--- config.mk ---
export PLATFORM = sky130hd
export DESIGN_NAME = fp_status_ctrl
export DESIGN_NICKNAME = d
export VERILOG_FILES = /design/src/rtl/fpsc_pkg.sv /design/src/rtl/fpsc_exc_merge.sv /design/src/rtl/fpsc_round_dec.sv /design/src/rtl/fp_status_ctrl.sv
export SDC_FILE = /design/constraint.sdc
export NUM_CORES = 1
export LEC_CHECK = 0
export BUFFER_PORTS_ARGS = -buffer_cell sky130_fd_sc_hd__buf_2
export CORE_MARGIN = 1.5
export CORE_UTILIZATION = 42
export DETAILED_ROUTE_END_ITERATION = 16
export HOLD_SLACK_MARGIN = 0.15
export PLACE_DENSITY = 0.84
export SLEW_MARGIN = 40
export SYNTH_ARGS = -nofsm -noshare
export SYNTH_HDL_FRONTEND = slang
export SYNTH_HIERARCHICAL = 1
export SYNTH_SLANG_ARGS = --single-unit
--- constraint.sdc ---
create_clock -name clk -period 3.9 [get_ports clk]
set_clock_uncertainty 0.05 [all_clocks]
set_input_delay 0.195 -clock clk [delete_from_list [all_inputs] [get_ports clk]]
set_output_delay 0.195 -clock clk [all_outputs]
set_load 0.01 [all_outputs]
--- src/rtl/fpsc_pkg.sv ---
package fpsc_pkg;
  // Build a contiguous bit mask of width w starting at bit lo.
  function automatic longint unsigned field_mask(input int lo, input int w);
    longint unsigned m;
    m = 0;
    for (int i = 0; i < w; i++) m = m | (64'd1 << (lo + i));
    return m;
  endfunction
endpackage

--- src/rtl/fpsc_exc_merge.sv ---
// Per-exception merge of new flags into the sticky cause field and
// detection of an enabled pending cause.
module fpsc_exc_merge #(
  parameter int EXC_N = 5
) (
  input  logic [EXC_N-1:0] flags_in,
  input  logic [EXC_N-1:0] cause_old,
  input  logic [EXC_N-1:0] enable,
  output logic [EXC_N-1:0] cause_new,
  output logic             trap_hit
);
  logic [EXC_N-1:0] hit;

  for (genvar k = 0; k < EXC_N; k++) begin : g_bit
    assign cause_new[k] = cause_old[k] | flags_in[k];
    assign hit[k]       = cause_new[k] & enable[k];
  end

  // A trap is only evaluated when the operation raised something.
  assign trap_hit = (|flags_in) & (|hit);
endmodule

--- src/rtl/fpsc_round_dec.sv ---
// Rounding-field decode: one code selects toward-zero, all others nearest-even.
module fpsc_round_dec #(
  parameter int          RM_W    = 2,
  parameter logic [RM_W-1:0] RZ_CODE = 1
) (
  input  logic [RM_W-1:0] rm_field,
  output logic            rz_sel
);
  assign rz_sel = (rm_field == RZ_CODE);
endmodule

--- src/rtl/fp_status_ctrl.sv ---
module fp_status_ctrl
  import fpsc_pkg::*;
#(
  parameter int              DATA_W    = 32,
  parameter int              EXC_N     = 5,
  parameter int              RM_W      = 2,
  parameter int              RM_LO     = 0,
  parameter int              FLAG_LO   = 2,
  parameter int              EN_LO     = 7,
  parameter int              CAUSE_LO  = 12,
  parameter int              DN_BIT    = 18,
  parameter int              CODE_W    = 12,
  parameter logic [CODE_W-1:0] TRAP_CODE = 12'h120,
  parameter logic [RM_W-1:0]   RZ_CODE   = 2'b01
) (
  input  logic              clk,
  input  logic              rst,
  input  logic              wr_en,
  input  logic [DATA_W-1:0] wr_data,
  input  logic              op_valid,
  input  logic [EXC_N-1:0]  op_flags,
  input  logic              cmp_valid,
  input  logic              cmp_unord,
  output logic [DATA_W-1:0] csr_o,
  output logic              rz_mode_o,
  output logic              ftz_en_o,
  output logic              trap_req_o,
  output logic [CODE_W-1:0] trap_code_o
);
  localparam logic [DATA_W-1:0] IMPL_MASK = DATA_W'(
      field_mask(RM_LO, RM_W) | field_mask(FLAG_LO, EXC_N) |
      field_mask(EN_LO, EXC_N) | field_mask(CAUSE_LO, EXC_N) |
      field_mask(DN_BIT, 1));

  logic [DATA_W-1:0] csr_q, csr_d;
  logic              trap_q, trap_d;
  logic [CODE_W-1:0] code_q;
  logic              rz_q, rz_d;
  logic              ftz_q;
  logic              upd_fire;
  logic [EXC_N-1:0]  cause_new;
  logic              trap_hit;

  assign upd_fire = op_valid | (cmp_valid & cmp_unord);

  fpsc_exc_merge #(.EXC_N(EXC_N)) u_merge (
    .flags_in  (op_flags),
    .cause_old (csr_q[CAUSE_LO +: EXC_N]),
    .enable    (csr_q[EN_LO +: EXC_N]),
    .cause_new (cause_new),
    .trap_hit  (trap_hit)
  );

  // Next-state selection: a write overrides any update in the same cycle.
  always_comb begin
    csr_d  = csr_q;
    trap_d = 1'b0;
    if (wr_en) begin
      csr_d = wr_data & IMPL_MASK;
    end else if (upd_fire) begin
      csr_d[FLAG_LO +: EXC_N] = op_flags;
      if (|op_flags) begin
        csr_d[CAUSE_LO +: EXC_N] = cause_new;
        trap_d = trap_hit;
      end
    end
  end

  // Decode from the next value so the mode outputs stay aligned with csr_o.
  fpsc_round_dec #(.RM_W(RM_W), .RZ_CODE(RZ_CODE)) u_rdec (
    .rm_field (csr_d[RM_LO +: RM_W]),
    .rz_sel   (rz_d)
  );

  always_ff @(posedge clk) begin
    if (rst) begin
      csr_q  <= '0;
      trap_q <= 1'b0;
      code_q <= '0;
      rz_q   <= 1'b0;
      ftz_q  <= 1'b0;
    end else begin
      csr_q  <= csr_d;
      trap_q <= trap_d;
      code_q <= trap_d ? TRAP_CODE : '0;
      rz_q   <= rz_d;
      ftz_q  <= csr_d[DN_BIT];
    end
  end

  assign csr_o       = csr_q;
  assign rz_mode_o   = rz_q;
  assign ftz_en_o    = ftz_q;
  assign trap_req_o  = trap_q;
  assign trap_code_o = code_q;

  // ---------------- assertions ----------------
  assert_write_store_R2: assert property (@(posedge clk) disable iff (rst)
    wr_en |=> csr_q == ($past(wr_data) & IMPL_MASK));

  assert_round_decode_R3: assert property (@(posedge clk) disable iff (rst)
    rz_q == (csr_q[RM_LO +: RM_W] == RZ_CODE));

  assert_ftz_follow_R4: assert property (@(posedge clk) disable iff (rst)
    ftz_q == csr_q[DN_BIT]);

  assert_flags_load_R5: assert property (@(posedge clk) disable iff (rst)
    (upd_fire && !wr_en) |=> csr_q[FLAG_LO +: EXC_N] == $past(op_flags));

  assert_cause_sticky_R6: assert property (@(posedge clk) disable iff (rst)
    !wr_en |=> ((csr_q[CAUSE_LO +: EXC_N] & $past(csr_q[CAUSE_LO +: EXC_N]))
                == $past(csr_q[CAUSE_LO +: EXC_N])));

  assert_trap_origin_R7: assert property (@(posedge clk) disable iff (rst)
    trap_q |-> ($past(upd_fire && !wr_en && (|op_flags)) && code_q == TRAP_CODE));

  assert_zero_flags_no_trap_R8: assert property (@(posedge clk) disable iff (rst)
    (upd_fire && !wr_en && op_flags == '0) |=> !trap_q);

  assert_ordered_hold_R9: assert property (@(posedge clk) disable iff (rst)
    (cmp_valid && !cmp_unord && !op_valid && !wr_en) |=> ($stable(csr_q) && !trap_q));

  assert_write_wins_R10: assert property (@(posedge clk) disable iff (rst)
    wr_en |=> !trap_q);
endmodule

# After elaboration in Yosys (flattened, before gate mapping)
# Index checks and enable logic that the tools add are counted.
# op_classes
eq_ne,1
mux,11
n_bitwise,13
reduce_logical,5
# ops
cell,count
two-way mux 5 bit,5
OR reduction 5 bit,2
two-way mux 9 bit,1
AND 1 bit,7
bitwise OR 1 bit,6
two-way mux 2 bit,2
nonzero test 2 bit,2
two-way mux 1 bit,3
equality test 2 x 1 -> 1 bit (second input constant),1
AND reduction 2 bit,1
# word_totals
reg_bits,33
input_bits,43
output_inout_bits,47
elab_cells,38

# Logic depth before layout (Yosys ltp)
# depth
ltp_word,8
mapped_depth,5
depth_no_buf,5

# By module
# The synthesis kept the hierarchy.
# modules_own_cells
mod,n_inst,cells_each,area_each_um2,seq_area_each_um2
fp_status_ctrl,1,112,1088.5,400.4
fpsc_exc_merge,1,11,68.8,0.0
fpsc_round_dec,1,1,13.8,0.0

# Worst setup path after synthesis
# OpenSTA, ideal clock, no wires.
# synth_timing
path_type,in2reg
from,in op_flags[3]
to,"reg csr_q[12], in the netlist csr_o[12]"
setup_time_ns,0.121
t_arrival_ns,1.246
required_time_ns,3.729
setup_slack_ns,2.483
stages,3
path_buffers,0
cell_sequence,or4_4 -> o2bb2ai_4 -> mux2_2
# synth_between
elab_chain_len,3
# synth_rtl
element,line_no,rtl
from (decl),fp_status_ctrl.sv:21,"input logic [EXC_N-1:0] op_flags,"
OR reduction 5 bit,fp_status_ctrl.sv:62,if (|op_flags) begin
nonzero test 2 bit (no line),-,
AND reduction 2 bit (no line),-,
to (signal assigned),fp_status_ctrl.sv:83,csr_q <= csr_d;
to (decl),fp_status_ctrl.sv:35,"logic [DATA_W-1:0] csr_q, csr_d;"
# Every way passes these cells.
# A chain may end at the register's enable or synchronous reset.

# Worst setup path after layout
# layout_timing
from,in op_flags[0]
to,"reg csr_q[15], in the netlist csr_o[15]"
# Same word-level chain as after synthesis.

==> impl_metrics.json <==
{
  "run_status": "completed",
  "crit_chain": "dlygate4sd3_1, buf_2, or2_2, o2bb2ai_4, mux2_2",
  "ir_drop_mv": 0.268,
  "synth_area_um2": 1170,
  "grt_pass1_wl_um": 3670,
  "antenna_found_initial": 0,
  "gp_congestion": 0.673,
  "cpPeakStageDelay_ps": 530,
  "wl_um": 2330,
  "setup-tns-final_ps": 0,
  "multi_input_area_um2": 629,
  "ys_dominant_reg_cell": "dfxtp_1",
  "yosysTopAreaCellShare": 0.342,
  "period_share": 0.413,
  "n_fill_cell": 234,
  "path_max_fanout": 5,
  "yosys_warnings": 6,
  "clkTransAtPathRegs_ps": 110,
  "ant_nets": 0,
  "grt_max_degree": 26,
  "setup_viol": 0,
  "post_drt_wl_per_cell_um": 11.0,
  "finalCriticalPeriod_ps": 1610,
  "cts_tree": "done",
  "dieWidth_um": 55.8,
  "place_area_um2": 1330,
  "placed_cells": 196,
  "critPathArrivalTime_ps": 1760,
  "final_util": 0.577,
  "clock.fmax_ghz": 0.620,
  "dr.pass1.iters": 4,
  "drive_gt1_frac": 0.390,
  "antenna_cells": 0,
  "h-tree-depth": 1,
  "hold_viol_final": 0,
  "num_rows": 18,
  "hold_class": "in -> reg",
  "slew_headroom": 0.659,
  "route.vias.total": 966,
  "slowest_stage": "dlygate4sd3_1",
  "hold_slack_ps": 199,
  "cts_buffers": 3,
  "synthTopCellsByArea": "dfxtp_1, buf_4, mux2i_1",
  "seq_area_um2": 400,
  "cts_root_buf": "clkbuf_4",
  "synth.most_common_cell": "buf_4",
  "die_h_um": 55.8,
  "leakage_uw": 0.000767,
  "worst_skew_pair.late_latency_ps": 300,
  "report.final.slew_viol_count": 0,
  "final_area_um2": 1480,
  "synth_area_leader_cell": "dfxtp_1",
  "drtIter0Drc": 17,
  "start_util": 0.456,
  "critPathRequiredTime_ps": 4050,
  "ys_seq_area_frac": 0.342,
  "clock_sinks": 20,
  "via_per_inst": 4.56,
  "cp-end-kind": "flop",
  "p_per_area_nw_per_um2": 312,
  "groute.usage.overall": 0.150,
  "syn_inst": 124,
  "avgSynthCellArea_um2": 9.44,
  "clock_path_buffers": 2,
  "core_um2": 2570,
  "maxCapViolCount": 0,
  "dieArea_um2": 3110,
  "first_global_vias": 887,
  "dpl.hpwl_um": 1660,
  "synth_common_cells": "buf_4, dfxtp_1, nor2_1",
  "num_io_pins": 90,
  "fin_cells": 212,
  "drc": 0,
  "grt.overflow.total": 0,
  "tightest_slew_ps": 512,
  "rsz0062_at_grt": "no",
  "syn_to_final_growth_pct": 26.6,
  "ys_ff_latch": 20,
  "synth-async-reset-ratio": 0,
  "cp-start-kind": "input pin",
  "path_class": "in -> reg",
  "nets": 226,
  "synth.distinct_cells": 24,
  "synth_edf_count": 0,
  "port_buffers": 51
}
[cells in the final DEF, fill, tap and decap left out, drive strengths merged, types with 2 or more instances in the layout]
cell type	instances
clkbuf	4
mux2	7
nor2b	9
or2	6
buf	51
dfxtp	20
mux2i	16
a211oi	5
conb	24
nor2	17
nand2	2
or4	2
dlygate4sd3	12
[area by class of cell]
class,count,area share
multi-input cells,94,0.424
flip-flops and latches,20,0.270
repair buffers,63,0.253
well taps,30,0.0253
clock buffers,4,0.0245
inverters,1,0.00253
[sequential cells by signal, summed over array words and instances, names as in the netlist]
register	flops
csr_o	18
rz_mode_o	1
trap_code_o	1
[kinds of logic after synthesis]
group | count (synthesis) | synth area share
other | 1 | 0.00320
AOI/OAI and AO/OA | 10 | 0.0833
muxes | 23 | 0.204
buffers and inverters | 33 | 0.194
and+or+nand+nor | 37 | 0.173
DFF | 20 | 0.342
[where the power goes]
group / switching [µW] / total (µW) / internal (µW)
Sequential: 8.15 / 227 / 219
Combinational: 58.8 / 117 / 58.2
Clock: 61.2 / 118 / 56.9
Total: 128 / 462 / 334
[final timing paths]
check / startpoint / to / slack [ps] / cells after the start
max: op_flags[0] / csr_o[15]$_SDFFE_PP0P_ / 2290 / 5
min: wr_data[0] / csr_o[0]$_SDFF_PP0_ / 200 / 3
max reg2reg: csr_o[13]$_SDFFE_PP0P_ / trap_code_o[5]$_SDFF_PP0_ / 2400 / 5
min reg2reg: csr_o[10]$_SDFFE_PP0P_ / csr_o[10]$_SDFFE_PP0P_ / 490 / 2
[layer usage]
| layer | vias to the layer above | part of all wire | track usage |
|---|---|---|---|
| met1 | 429 | 0.42 | 0.172 |
| met4 | 0 | 0.0094 | 0.0523 |
| met2 | 52 | 0.50 | 0.270 |
| met3 | 4 | 0.074 | 0.0326 |
| li1 | 481 | - | - |
| met5 | - | 0 | 0 |
[critical path, delay by kind of cell]
family,cells,cell delay (ps)
buffers and inverters,2,680
muxes,1,360
AOI/OAI and AO/OA,1,230
and+or+nand+nor,1,300
[repair_timing]
item | 4_1_cts | 5_1_grt
hold buffers | 12 | 0
setup endpoints to repair | 0 | 0
buffers inserted | 0 | 0
resized for setup | 0 | 0
hold endpoints to repair | 12 | 0
[per-stage QoR]
step,power [µW],worst slack [ps]
6_report,462,2290
5_1_grt,493,2250
4_1_cts,467,2290
3_5_place_dp,339,2260
3_3_place_gp,337,2290
2_1_floorplan,320,2480
Power figures use the tool's default switching activity.
